File: config.mk
export PLATFORM = sky130hd
export DESIGN_NAME = pos_bus_port
export DESIGN_NICKNAME = d
export VERILOG_FILES = /design/src/rtl/pos_bus_pkg.sv /design/src/rtl/pos_capture.sv /design/src/rtl/pos_format.sv /design/src/rtl/pos_drive.sv /design/src/rtl/pos_bus_port.sv
export SDC_FILE = /design/constraint.sdc
export NUM_CORES = 1
export LEC_CHECK = 0
export ABC_AREA = 1
export BUFFER_PORTS_ARGS = -buffer_cell sky130_fd_sc_hd__clkbuf_2
export CORE_MARGIN = 2
export CORE_UTILIZATION = 48
export DETAILED_ROUTE_END_ITERATION = 12
export HOLD_SLACK_MARGIN = 0.1
export PLACE_DENSITY = 0.78
export SYNTH_ARGS = -nofsm -noshare
export SYNTH_HDL_FRONTEND = slang
export SYNTH_SLANG_ARGS = --single-unit
File: constraint.sdc
create_clock -name clk -period 1.2 [get_ports clk]
set_clock_uncertainty 0.05 [all_clocks]
set_input_delay 0.18 -clock clk [delete_from_list [all_inputs] [get_ports clk]]
set_output_delay 0.18 -clock clk [all_outputs]
set_load 0.02 [all_outputs]
File: src/rtl/pos_bus_pkg.sv
package pos_bus_pkg;
  localparam int unsigned DEF_WORD_W = 16;
  localparam int unsigned DEF_LANE_W = 8;

  typedef enum logic {
    PICK_LOW  = 1'b0,
    PICK_HIGH = 1'b1
  } lane_pick_e;
endpackage

File: src/rtl/pos_capture.sv
module pos_capture #(
  parameter int unsigned WORD_W = 16
) (
  input  logic              clk,
  input  logic              rst_n,
  input  logic [WORD_W-1:0] cnt_i,
  input  logic              busy_i,
  input  logic              hold_n_i,
  output logic [WORD_W-1:0] word_o,
  output logic              load_o
);
  logic [WORD_W-1:0] word_q;

  function automatic logic load_allowed(input logic hold_n, input logic busy);
    return hold_n & ~busy;
  endfunction

  assign load_o = load_allowed(hold_n_i, busy_i);

  always_ff @(posedge clk or negedge rst_n) begin
    if (!rst_n) word_q <= '0;
    else if (load_o) word_q <= cnt_i;
  end

  assign word_o = word_q;

  assert_load_R2: assert property (@(posedge clk) disable iff (!rst_n)
    (hold_n_i && !busy_i) |=> (word_o == $past(cnt_i)));
  assert_hold_keeps_R3: assert property (@(posedge clk) disable iff (!rst_n)
    !hold_n_i |=> $stable(word_o));
  assert_busy_keeps_R4: assert property (@(posedge clk) disable iff (!rst_n)
    busy_i |=> $stable(word_o));
  assert_release_fresh_R9: assert property (@(posedge clk) disable iff (!rst_n)
    ($rose(hold_n_i) && !busy_i) |=> (word_o == $past(cnt_i)));
endmodule

File: src/rtl/pos_format.sv
module pos_format #(
  parameter int unsigned WORD_W = 16,
  parameter int unsigned LANE_W = 8
) (
  input  logic              clk,
  input  logic              rst_n,
  input  logic [WORD_W-1:0] word_i,
  input  logic              invert_n_i,
  input  logic              hi_sel_i,
  output logic [WORD_W-1:0] bus_o
);
  import pos_bus_pkg::*;
  localparam int unsigned NUM_LANES = WORD_W / LANE_W;

  logic [WORD_W-1:0] shown;
  lane_pick_e        pick;

  function automatic logic [WORD_W-1:0] apply_polarity(input logic [WORD_W-1:0] w,
                                                       input logic inv_n);
    return inv_n ? w : ~w;
  endfunction

  function automatic logic [LANE_W-1:0] lane_of(input logic [WORD_W-1:0] w,
                                                input int unsigned idx);
    return w[idx*LANE_W +: LANE_W];
  endfunction

  assign shown = apply_polarity(word_i, invert_n_i);
  assign pick  = hi_sel_i ? PICK_HIGH : PICK_LOW;

  for (genvar i = 0; i < NUM_LANES; i++) begin : g_lane
    if (i == 0) begin : g_steer
      assign bus_o[LANE_W-1:0] = (pick == PICK_HIGH) ? lane_of(shown, NUM_LANES-1)
                                                     : lane_of(shown, 0);
    end else begin : g_fixed
      assign bus_o[i*LANE_W +: LANE_W] = lane_of(shown, i-1);
    end
  end

  assert_invert_flip_R8: assert property (@(posedge clk) disable iff (!rst_n)
    ($stable(word_i) && $stable(hi_sel_i) && (invert_n_i != $past(invert_n_i)))
      |-> (bus_o == ~$past(bus_o)));
endmodule

File: src/rtl/pos_drive.sv
module pos_drive #(
  parameter int unsigned BUS_W = 16
) (
  input  logic             clk,
  input  logic             rst_n,
  input  logic             en_n_i,
  input  logic [BUS_W-1:0] bus_i,
  output logic [BUS_W-1:0] data_o,
  output logic             oe_o
);
  logic run_q;

  always_ff @(posedge clk or negedge rst_n) begin
    if (!rst_n) run_q <= 1'b0;
    else        run_q <= 1'b1;
  end

  assign oe_o   = run_q & ~en_n_i;
  assign data_o = oe_o ? bus_i : '0;

  always_comb begin
    if (!rst_n) begin
      assert_reset_quiet_R1: assert (!oe_o && (data_o == '0));
    end
  end

  assert_float_zero_R5: assert property (@(posedge clk) disable iff (!rst_n)
    en_n_i |-> (!oe_o && (data_o == '0)));
  assert_drive_on_R5: assert property (@(posedge clk) disable iff (!rst_n)
    (!en_n_i && $past(rst_n)) |=> (oe_o || en_n_i));
endmodule

File: src/rtl/pos_bus_port.sv
module pos_bus_port #(
  parameter int unsigned WORD_W = pos_bus_pkg::DEF_WORD_W,
  parameter int unsigned LANE_W = pos_bus_pkg::DEF_LANE_W
) (
  input  logic              clk,
  input  logic              rst_n,
  input  logic [WORD_W-1:0] cnt_i,
  input  logic              cnt_busy_i,
  input  logic              hold_n_i,
  input  logic              bus_en_n_i,
  input  logic              hi_sel_i,
  input  logic              invert_n_i,
  output logic [WORD_W-1:0] data_o,
  output logic              data_oe_o
);
  logic [WORD_W-1:0] held_word;
  logic              load_evt;
  logic [WORD_W-1:0] steered;

  pos_capture #(.WORD_W(WORD_W)) u_capture (
    .clk(clk), .rst_n(rst_n), .cnt_i(cnt_i), .busy_i(cnt_busy_i),
    .hold_n_i(hold_n_i), .word_o(held_word), .load_o(load_evt)
  );

  pos_format #(.WORD_W(WORD_W), .LANE_W(LANE_W)) u_format (
    .clk(clk), .rst_n(rst_n), .word_i(held_word), .invert_n_i(invert_n_i),
    .hi_sel_i(hi_sel_i), .bus_o(steered)
  );

  pos_drive #(.BUS_W(WORD_W)) u_drive (
    .clk(clk), .rst_n(rst_n), .en_n_i(bus_en_n_i), .bus_i(steered),
    .data_o(data_o), .oe_o(data_oe_o)
  );

  assert_low_lane_ls_R6: assert property (@(posedge clk) disable iff (!rst_n)
    (data_oe_o && !hi_sel_i) |-> (data_o[LANE_W-1:0] == data_o[LANE_W +: LANE_W]));
  assert_upper_lane_fixed_R7: assert property (@(posedge clk) disable iff (!rst_n)
    (data_oe_o && $past(data_oe_o) && !load_evt && $stable(held_word) && $stable(invert_n_i)
      && $past(!load_evt)) |-> $stable(data_o[LANE_W +: LANE_W]));
endmodule

Word-level counts from Yosys, hierarchy flattened. Cells that the tools add are included. W data, S select, Z words.

Bits in registers: 17. Latch bits: 0. RAM bits: 0. Memory bits (read-only): 0. Output and inout port bits: 17. Logic and storage cells: 11. Memories: 0.

Add/sub/neg operators: 0. $mul: 0. Div/mod/pow operators: 0. $lt $le $gt $ge: 0. Equality and inequality tests: 0. Shift-type cells: 0. Muxes and demuxes: 4. Bitwise gates (word level): 5. Reduce and logical (&&, ||, !) cells: 0.

Operator list (number): $mux W16 (2); $not A16 Y16 (1); $mux W8 (1); $and A1 B1 Y1 (2); $not A1 Y1 (2); $mux W1 (1).

Depth between registers and ports, before layout. Gate-level depths: netlist of run 1.

Depth after elaboration: 4. Gate-level depth with buffers: 7. Mapped depth without buffers: 5.

Modules after synthesis. A second synthesis of run 1 with hierarchy kept.

Cell total of the unflattened synthesis: 203. Area total of the unflattened synthesis: 1295.0 µm².

By module, submodules not included: pos_capture (times used 1, cells an instance 71, area an instance 674.4 µm², sequential area each 400.4 µm²); pos_format (times used 1, cells an instance 94, area an instance 414.1 µm², sequential area each 0.0 µm²); pos_drive (times used 1, cells an instance 38, area an instance 206.4 µm², sequential area each 25.0 µm²).

Worst setup path before layout of run 1. No wires, ideal clock.

Kind: reg2out. Start: reg u_drive.run_q. End: out data_o[10]. Data arrival time: 1.121 ns. Required time: 0.970 ns. Path slack: -0.151 ns. Stages on the path, launching flop included: 5. Path buffers: 0. Cell sequence: dfrtp_1 -> inv_1 -> nor2_4 -> inv_1 -> a21oi_1.

Longest elaborated chain between the ends: 2.

Ends and longest elaborated chain: from (decl) (RTL line pos_drive.sv:11) `logic run_q;`; from (signal assigned) (RTL line pos_drive.sv:14) `if (!rst_n) run_q <= 1'b0;`; from (signal assigned) (RTL line pos_drive.sv:15) `else run_q <= 1'b1;`; $and A1 B1 Y1 (RTL line pos_drive.sv:18) `assign oe_o = run_q & ~en_n_i;`; via data_oe_o (RTL line pos_bus_port.sv:14) `output logic data_oe_o`; $mux W16 (RTL line pos_drive.sv:19) `assign data_o = oe_o ? bus_i : '0;`; to (decl) (RTL line pos_bus_port.sv:13) `output logic [WORD_W-1:0] data_o,`.

The timed path passes the listed nets, and every way through them passes these cells.

Final worst setup path of run 1.
Start: reg u_capture.word_q[0] (netlist: u_capture.word_o[0]). End: out data_o[0].

Longest elaborated chain between the ends: 4.

Ends and longest elaborated chain: from (decl) (RTL line pos_capture.sv:12) `logic [WORD_W-1:0] word_q;`; from (signal assigned) (RTL line pos_capture.sv:22) `else if (load_o) word_q <= cnt_i;`; $not A16 Y16 (RTL line pos_format.sv:20) `return inv_n ? w : ~w;`; $mux W16 * (RTL line pos_format.sv:20); $mux W8 * (RTL line pos_format.sv:33) `assign bus_o[LANE_W-1:0] = (pick == PICK_HIGH) ? lane_of(shown, NUM_LANES-1)`; $mux W16 * (RTL line pos_drive.sv:19).

Every way passes the cells marked *; elsewhere a longest branch is shown, timed or not.

==> metrics.txt, run 1 <==
Seq pwr share 42.6%; Mapped Area 1070 µm²; CTS tree built; WP data arrival around 1300 ps; vias in the first global route 1,075; gr usage total 23.8%; Starting Density between 40% and 50%; Die Area about 2600 µm²; HPWL after DPL between 1500 and 2000 µm; DIE WIDTH 51.3 µm; Pint 1020 µW; H-tree depth 1; Worst VDD drop 817 µV; logic gate share of total power 37.4%; total wire length 3240 µm; Yosys reg bits 17; status finished, violations left; minimum clock period 1550 ps; HP Class primary input to flop; violated checks negative setup slack; dpl cells 223; Worst Setup End Kind output port; Compound-Gate Fraction of Synth Area 11.2%; share of layout cells above drive strength 1 38.1%; FMAX about 0.65 GHz; CTS root buf clkbuf_4; Sw Share 36.2%; total number of vias roughly 1,300; row count 17; nets about 240; syn avg cell area about 6.7 µm²; router iterations before antenna repair 4; register-to-register setup slack 450 ps; sequential share of the synthesized area around two fifths; worst path required time 970 ps; Via density approximately 5.2; DR iter-0 viols 34; final hold violations 0; CTS Buf Count 3; PwrDens 936 nW/µm²; Net Count, Synth 183; Crit Path Class flop to output port; io pins 40; final count of pins violating max slew 0; port bufs 39; critical path launch point type flop; Hold WS 97.4 ps; endpoints failing setup 17; total gr overflow 0; RSZ-0062 raised after global routing true; total of max-cap violations 0; Finished Layout Cells between 200 and 250; antenna violations before repair 0; Reg-to-Reg End u_capture.word_o[0]; Final Worst Setup Slack -350 ps; die height 51.3 µm; hold depth 3; reg2reg path depth 2; DRC 0; n_diodes 0; clock slew at reported path FFs about 110 ps; Yosys cell types 15; first-pass GRT wire length 4660 µm; Synth Area in Simple Gates 34.9%; Critical Path Fanout Max 2; Syn Inst Count between 150 and 200; last element of the critical path data_o[0]; area delta synth->final 59.1%; post-route ant nets 0; fin util 78.8%; Leak Pwr 0.000871 µW; Placeable Area 2170 µm²; clock net sink count 17; synth warn 0; wire per inst between 10 and 15 µm; Synth Area in XOR/XNOR 0%; CTS max path bufs 2; share of total power in the clock network 20.0%; main combinational cell family by area after synthesis simple AND/OR/NAND/NOR gates; post-route clock period utilization 129%; Critical path origin u_capture.word_o[0]; largest net degree at the start of global routing 33; multiplexer share of the synthesized area 0%; Worst-Skew Late Latency 300 ps; gpl congestion about 0.80; reg-to-reg startpoint u_capture.word_o[0]; P_sw 579 µW; Adder-Cell Fraction of Synth Area 0%
## synthesized netlist by cell type
| master | n | area (µm²) |
|---|---|---|
| nor2_4 | 1 | 11.3 |
| nand3_1 | 8 | 40.0 |
| inv_1 | 19 | 71.3 |
| buf_12 | 1 | 20.0 |
| clkbuf_2 | 1 | 5.00 |
| a21oi_1 | 24 | 120 |
| conb_1 | 1 | 3.75 |
| nor2_1 | 30 | 113 |
| buf_2 | 4 | 20.0 |
| buf_6 | 2 | 22.5 |
| nor2_2 | 2 | 12.5 |
| nand2_2 | 6 | 37.5 |
| nand2_1 | 43 | 161 |
| dfrtp_1 | 17 | 425 |
| inv_8 | 1 | 11.3 |
## how the worst min path moves through the flow
stage                   from                   to
floorplan              rst_n  u_capture.word_o[0]
global placement       rst_n  u_capture.word_o[3]
detailed placement     rst_n  u_capture.word_o[3]
CTS                 cnt_i[5]  u_capture.word_o[5]
global route        cnt_i[5]  u_capture.word_o[5]
finish              cnt_i[5]  u_capture.word_o[5]
## worst max-delay path: stages, from the launching register on
cell	delay, ps
dfrtp_1	410
nand2_1	150
nand2_1	90
nor2_1	180
nor2_4	60
buf_8	130
## cells in the final DEF, fill, tap and decap left out, types with 2 or more instances in the layout
master          n
buf_8           7
inv_1          13
a21oi_1        16
clkbuf_4        5
clkbuf_2       22
dfrtp_1        17
a21oi_4         6
nand2_2        12
nor2_2          5
buf_6           5
nand2_1        37
inv_2           5
nor2_4          3
nor2_1         25
nand3_1         8
a21oi_2         2
inv_8           2
dlygate4sd3_1  15
buf_4           5
clkbuf_8        2
## kinds of logic (layout without fill, tap and decap cells)
group	Yosys count	count (layout)
AND/OR/NAND/NOR	90	90
buffers and inverters	28	83
AO/OA/AOI/OAI	24	24
flip-flops	17	17
other	1	1
## power groups by stage
stage	clock network (µW)	logic [µW]	registers, µW
after global placement	0	423	685
after CTS	322	528	679
after floorplan	0	314	679
after detailed placement	0	437	687
final	321	598	682
after global routing	329	651	688
## what timing repair did
| item | in CTS | in global routing |
|---|---|---|
| hold buffers | 15 | 0 |
| resized for setup | 42 | 31 |
| gates cloned | 1 | 0 |
| setup endpoints to repair | 17 | 17 |
| pin swaps | 2 | 4 |
| hold endpoints to repair | 31 | 0 |
| setup buffers | 1 | 0 |
## layout make-up
class / count / area, µm²
flip-flops and latches: 17 / 425
repair buffers: 59 / 522
clock buffers: 4 / 26.3
inverters: 20 / 90.1
well taps: 28 / 35.0
multi-input cells: 115 / 612
fillers: 138 / 459
## sequential cells by signal, indices dropped and copies added (netlist names)
signal and cells:
u_capture.word_o 16, u_drive.run_q 1
## metrics by stage
| step | setup TNS, ps | setup WS (ps) | area, µm² | power, µW |
|---|---|---|---|---|
| 2_1_floorplan | -891 | -111 | 1100 | 993 |
| 3_3_place_gp | -964 | -147 | 1320 | 1110 |
| 3_5_place_dp | -1330 | -208 | 1320 | 1120 |
| 4_1_cts | -4600 | -295 | 1630 | 1530 |
| 5_1_grt | -5990 | -404 | 1710 | 1670 |
| 6_report | -5440 | -350 | 1710 | 1600 |
## per-layer routing
layer	global-route usage, %	up-vias	part of all wire (%)
met5	0	-	0
met4	12.7	0	5.0
met3	2.34	17	5.4
met2	41.6	63	50
met1	28.9	594	40
li1	-	598	-
(Power assumes the default switching activity.)
==> run 2: changes to the inputs <==
CAP_MARGIN = 20   (was default)
REMOVE_ABC_BUFFERS = 1   (was default)
==> run 2 against run 1 <==
Net effect: the run still ends with negative setup slack left; critical path depth rose by 1; clock-buffer cell count is the same; flip-flop and latch count unchanged; power down 4.7%; via count down 5.0%; final area is 5.8% lower; sequential power about the same; sequential share of layout area up 1.5 points.
==> metrics.txt, run 2 (synthesized netlist as in run 1, its figures left out) <==
clock net sink count 17 (unchanged); H-tree depth 1 (unchanged); wire per inst 11.7 µm (-12%); area delta synth->final 49.9%; Worst VDD drop 619 µV (-24%); Via density 4.93 (-5.8%); clock slew at reported path FFs 100 ps (about the same); gr usage total 23.5% (-0.34 points); setup TNS -4360 ps (+1080 ps); most frequent cells in the layout nand2_1 (40), nor2_1 (26), clkbuf_2 (22); DIE WIDTH 51.3 µm (unchanged); io pins 40 (unchanged); Die Area 2630 µm² (unchanged); die height 51.3 µm (unchanged); Worst Setup End Kind output port; Worst-Skew Late Latency 300 ps (about the same); final hold violations 0 (unchanged); port bufs 39 (unchanged); minimum clock period 1490 ps (-59.5 ps); Reg-to-Reg End u_capture.word_o[0]; dpl ws -59.4 ps (+148 ps); total gr overflow 0 (unchanged); Hold WS 281 ps (+184 ps); fin util 74.3% (-4.6 points); first-pass GRT wire length 4640 µm (-0.30%); violated checks negative setup slack; Starting Density 49.5% (unchanged); Leak Pwr 0.000866 µW (-0.60%); total number of vias 1,208 (-5.0%); most frequent CP cell buf_4; post-route clock period utilization 124% (-5.0 points); total wire length 2880 µm (-11%); Final Worst Setup Slack -290 ps (+59.5 ps); n_diodes 0 (unchanged); critical path launch point type flop; register-to-register setup slack 480 ps (+30 ps); HP Class primary input to asynchronous set/reset pin; CTS Buf Count 3 (unchanged); Largest register FFs 16 (unchanged); total power draw 1530 µW (-4.7%); largest net degree at the start of global routing 33 (unchanged); DRC 0 (unchanged); Critical Path Fanout Max 3 (+1); CTS max path bufs 2 (unchanged); nets 241 (+0.84%); max incr delay on CP 350 ps (-60 ps); critical-path cell list inv_2 > nor2_4 > buf_4 > nand2_1 > nor2_2 > buf_4; Placeable Area 2170 µm² (unchanged); HPWL after DPL 1810 µm (-0.87%); share of layout cells above drive strength 1 33.2% (-5.0 points); worst path required time 970 ps (about the same); router iterations before antenna repair 4 (unchanged); total of max-cap violations 0 (unchanged); row count 17 (unchanged); vias in the first global route 1,123 (+4.5%); gpl congestion 0.854 (+7.0%); post-route ant nets 0 (unchanged); DR iter-0 viols 31 (-8.8%); CTS tree built; CTS root buf clkbuf_4; reg2reg path depth 2 (unchanged); Crit Path Class flop to output port; FMAX 0.671 GHz (+4.0%); WP data arrival 1260 ps (-60 ps); PwrDens 947 nW/µm² (+1.2%); antenna violations before repair 0 (unchanged); slowest CP cell dfrtp_1; reg-to-reg startpoint u_capture.word_o[0]; RSZ-0062 raised after global routing true; commonest non-fill, non-tap cell in the layout nand2_1; status finished, violations left; endpoints failing setup 17 (unchanged); filler cell count in the final layout 179 (+30%); final count of pins violating max slew 0 (unchanged)
-- run 2: metrics by stage --
step	instances	area, µm²
after global placement	224	1300
after floorplan	152	1010
after detailed placement	224	1300
final	245	1610
after global routing	245	1610
after CTS	245	1570
-- run 2: what timing repair did --
item | CTS | global route
gates resized for setup | 26 | 18
hold buffers | 17 | 0
endpoints found under the setup margin | 17 | 17
hold endpoints to repair | 33 | 0
pin swaps | 0 | 2
buffers inserted | 0 | 0
-- run 2: final cells by class --
class / count / area (µm²) / area share (%)
timing repair buffer: 61 / 507 / 31.4
sequential: 17 / 425 / 26.4
multi-input combinational: 115 / 536 / 33.2
inverter: 20 / 82.6 / 5.12
tap: 28 / 35.0 / 2.17
clock buffer: 4 / 26.3 / 1.63
-- run 2: layer usage --
layer,routed length (µm),share of wire (%),GRT usage [%]
met5,0,0,0
met4,110,3.8,12.3
met3,102,3.5,0.877
met2,1530,53,44.2
met1,1130,39,26.8
-- run 2: how the worst max path moves through the flow --
stage | startpoint | to | slack, ps | cells after the start
2_1_floorplan | u_drive.run_q | data_o[10] | -150 | 4
3_3_place_gp | invert_n_i | data_o[6] | -50 | 7
3_5_place_dp | invert_n_i | data_o[6] | -60 | 7
4_1_cts | u_drive.run_q | data_o[2] | -290 | 6
5_1_grt | u_drive.run_q | data_o[4] | -390 | 6
6_report | u_drive.run_q | data_o[4] | -290 | 6
-- run 2: worst max-delay path: cells and delay by family, from the launching register on --
kind | cells | cell delay [ps]
buffers and inverters | 3 | 330
flip-flops | 1 | 350
AND/OR/NAND/NOR | 3 | 280
-- run 2: power by group --
group / total (µW) / switching (µW) / internal [µW]
sequential: 681 / 39.5 / 641
combinational: 523 / 295 / 228
clock: 323 / 193 / 130
==> run 3: changes to the inputs <==
CTS_BUF_LIST = sky130_fd_sc_hd__clkbuf_16   (was default)
==> run 3 against run 2 <==
Net effect: the flow still finishes with violations (negative setup slack); sequential share of layout area increased by 2.2 points; final cell count decreased by 6.5%; critical path depth decreased by 1; die area unchanged; via count decreased by 5.5%; non-clock buffer count decreased by 16; clock-buffer cell count decreased by 1; largest cell class unchanged; setup slack improved by 70 ps.
==> metrics.txt, run 3 (synthesized netlist as in run 1, its figures left out) <==
first-pass GRT wire length 4490 µm (-3.3%); CTS Buf Count 3 (unchanged); FMAX 0.704 GHz (+4.9%); status finished, violations left; CTS tree built; H-tree depth 1 (unchanged); io pins 40 (unchanged); share of layout cells above drive strength 1 33.8% (+0.65 points); Hold WS 127 ps (-154 ps); Sw Share 29.7% (-4.9 points); commonest non-fill, non-tap cell in the layout nand2_1; DIE WIDTH 51.3 µm (unchanged); post-route ant nets 0 (unchanged); Worst Setup End Kind output port; DR iter-0 viols 18 (-42%); Via density 4.98 (+1.1%); Seq pwr share 37.5% (-7.1 points); Worst VDD drop 906 µV (+46%); critical-path cell list inv_2 > nor2_4 > inv_2 > a21oi_1 > clkbuf_4; HP Class primary input to flop; Worst-Skew Late Latency 250 ps (-50 ps); port bufs 39 (unchanged); nets 225 (-6.6%); violated checks negative setup slack; share of total power in the clock network 36.6% (+15 points); router iterations before antenna repair 4 (unchanged); Placeable Area 2170 µm² (unchanged); total gr overflow 0 (unchanged); Final Worst Setup Slack -220 ps (+70.2 ps); critical path launch point type flop; die height 51.3 µm (unchanged); clock net sink count 17 (unchanged); clock slew at reported path FFs 50 ps (-50 ps); CTS max path bufs 2 (unchanged); vias in the first global route 1,048 (-6.7%); final count of pins violating max slew 0 (unchanged); Crit Path Class flop to output port; fin util 68.5% (-5.8 points); max incr delay on CP 330 ps (-20 ps); WP data arrival 1190 ps (-70 ps); worst path required time 970 ps (about the same); post-route clock period utilization 118% (-5.8 points); slowest CP cell dfrtp_1; post-CTS repair timing setup buffer count 0 (unchanged); total number of vias 1,141 (-5.5%); area delta synth->final 38.3%; endpoints failing setup 17 (unchanged); Largest register FFs 16 (unchanged); WP buf/inv 3 (unchanged); total wire length 2610 µm (-9.4%); minimum clock period 1420 ps (-70.2 ps); final hold violations 0 (unchanged); total of max-cap violations 0 (unchanged); dpl cells 224 (unchanged); gr usage total 22.5% (-0.99 points); n_diodes 0 (unchanged); gpl congestion 0.854 (unchanged); logic gate share of total power 25.9% (-8.4 points); Leak Pwr 0.000826 µW (-4.6%); cell family with most CP delay buffers and inverters; DRC 0 (unchanged); antenna violations before repair 0 (unchanged); Pint 1280 µW (+28%); HPWL after DPL 1810 µm (unchanged); wire per inst 11.4 µm (-3.1%); Starting Density 49.5% (unchanged); RSZ-0062 raised after global routing true; Die Area 2630 µm² (unchanged); PwrDens 1220 nW/µm² (+29%); total power draw 1820 µW (+19%); row count 17 (unchanged); CTS root buf clkbuf_16; P_sw 540 µW (+2.2%); most frequent CP cell inv_2; Finished Layout Cells 229 (-6.5%); largest net degree at the start of global routing 33 (unchanged); Critical Path Fanout Max 8 (+5); most frequent cells in the layout nand2_1 (41), nor2_1 (29), clkbuf_2 (22)
run 3: final cells by class:
class | count | area, µm²
fillers | 189 | 683
multi-input cells | 115 | 526
well taps | 28 | 35.0
flip-flops and latches | 17 | 425
repair buffers | 45 | 339
clock buffers | 3 | 75.1
clock inverters | 1 | 3.75
inverters | 20 | 82.6
run 3: worst paths after layout:
path | cells after the start | startpoint | to | slack (ps)
worst min register to register | 2 | u_capture.word_o[9] | u_capture.word_o[9] | 490
worst max-delay path | 5 | u_drive.run_q | data_o[14] | -220
min in group asynchronous | 2 | rst_n | u_capture.word_o[0] | 350
max in group asynchronous | 2 | rst_n | u_drive.run_q | 460
worst max register to register | 2 | u_capture.word_o[13] | u_capture.word_o[13] | 490
worst min-delay path | 3 | cnt_i[11] | u_capture.word_o[11] | 130
run 3: layer usage:
layer / track usage (%) / routed length [µm] / vias up
met2: 41.6 / 1350 / 34
met5: 0 / 0 / -
met1: 26.8 / 1120 / 528
met4: 7.89 / 50 / 0
met3: 2.63 / 91 / 7
li1: - / - / 572
run 3: metrics by stage:
stage | worst slack [ps] | setup TNS, ps | instance area, µm²
global route | -322 | -4670 | 1490
global placement | -49.6 | -62.7 | 1300
CTS | -225 | -3260 | 1470
floorplan | -151 | -1210 | 1010
finish | -220 | -3120 | 1490
detailed placement | -59.4 | -203 | 1300
run 3: power by group through the flow:
stage	sequential [µW]	combinational, µW	clock (µW)
2_1_floorplan	679	265	0
3_3_place_gp	687	407	0
3_5_place_dp	689	418	0
4_1_cts	680	459	663
5_1_grt	689	525	692
6_report	681	469	665
run 3: timing repair:
action	4_1_cts	5_1_grt
setup endpoints to repair	17	17
gates cloned	0	0
endpoints found under the hold margin	17	0
resized for setup	28	11
hold buffers	1	0
run 3: tightest hold or removal path: cells and delay by family:
family,cells,cell delay (ps)
AO/OA/AOI/OAI,1,90
buffers and inverters,1,70
AND/OR/NAND/NOR,1,40
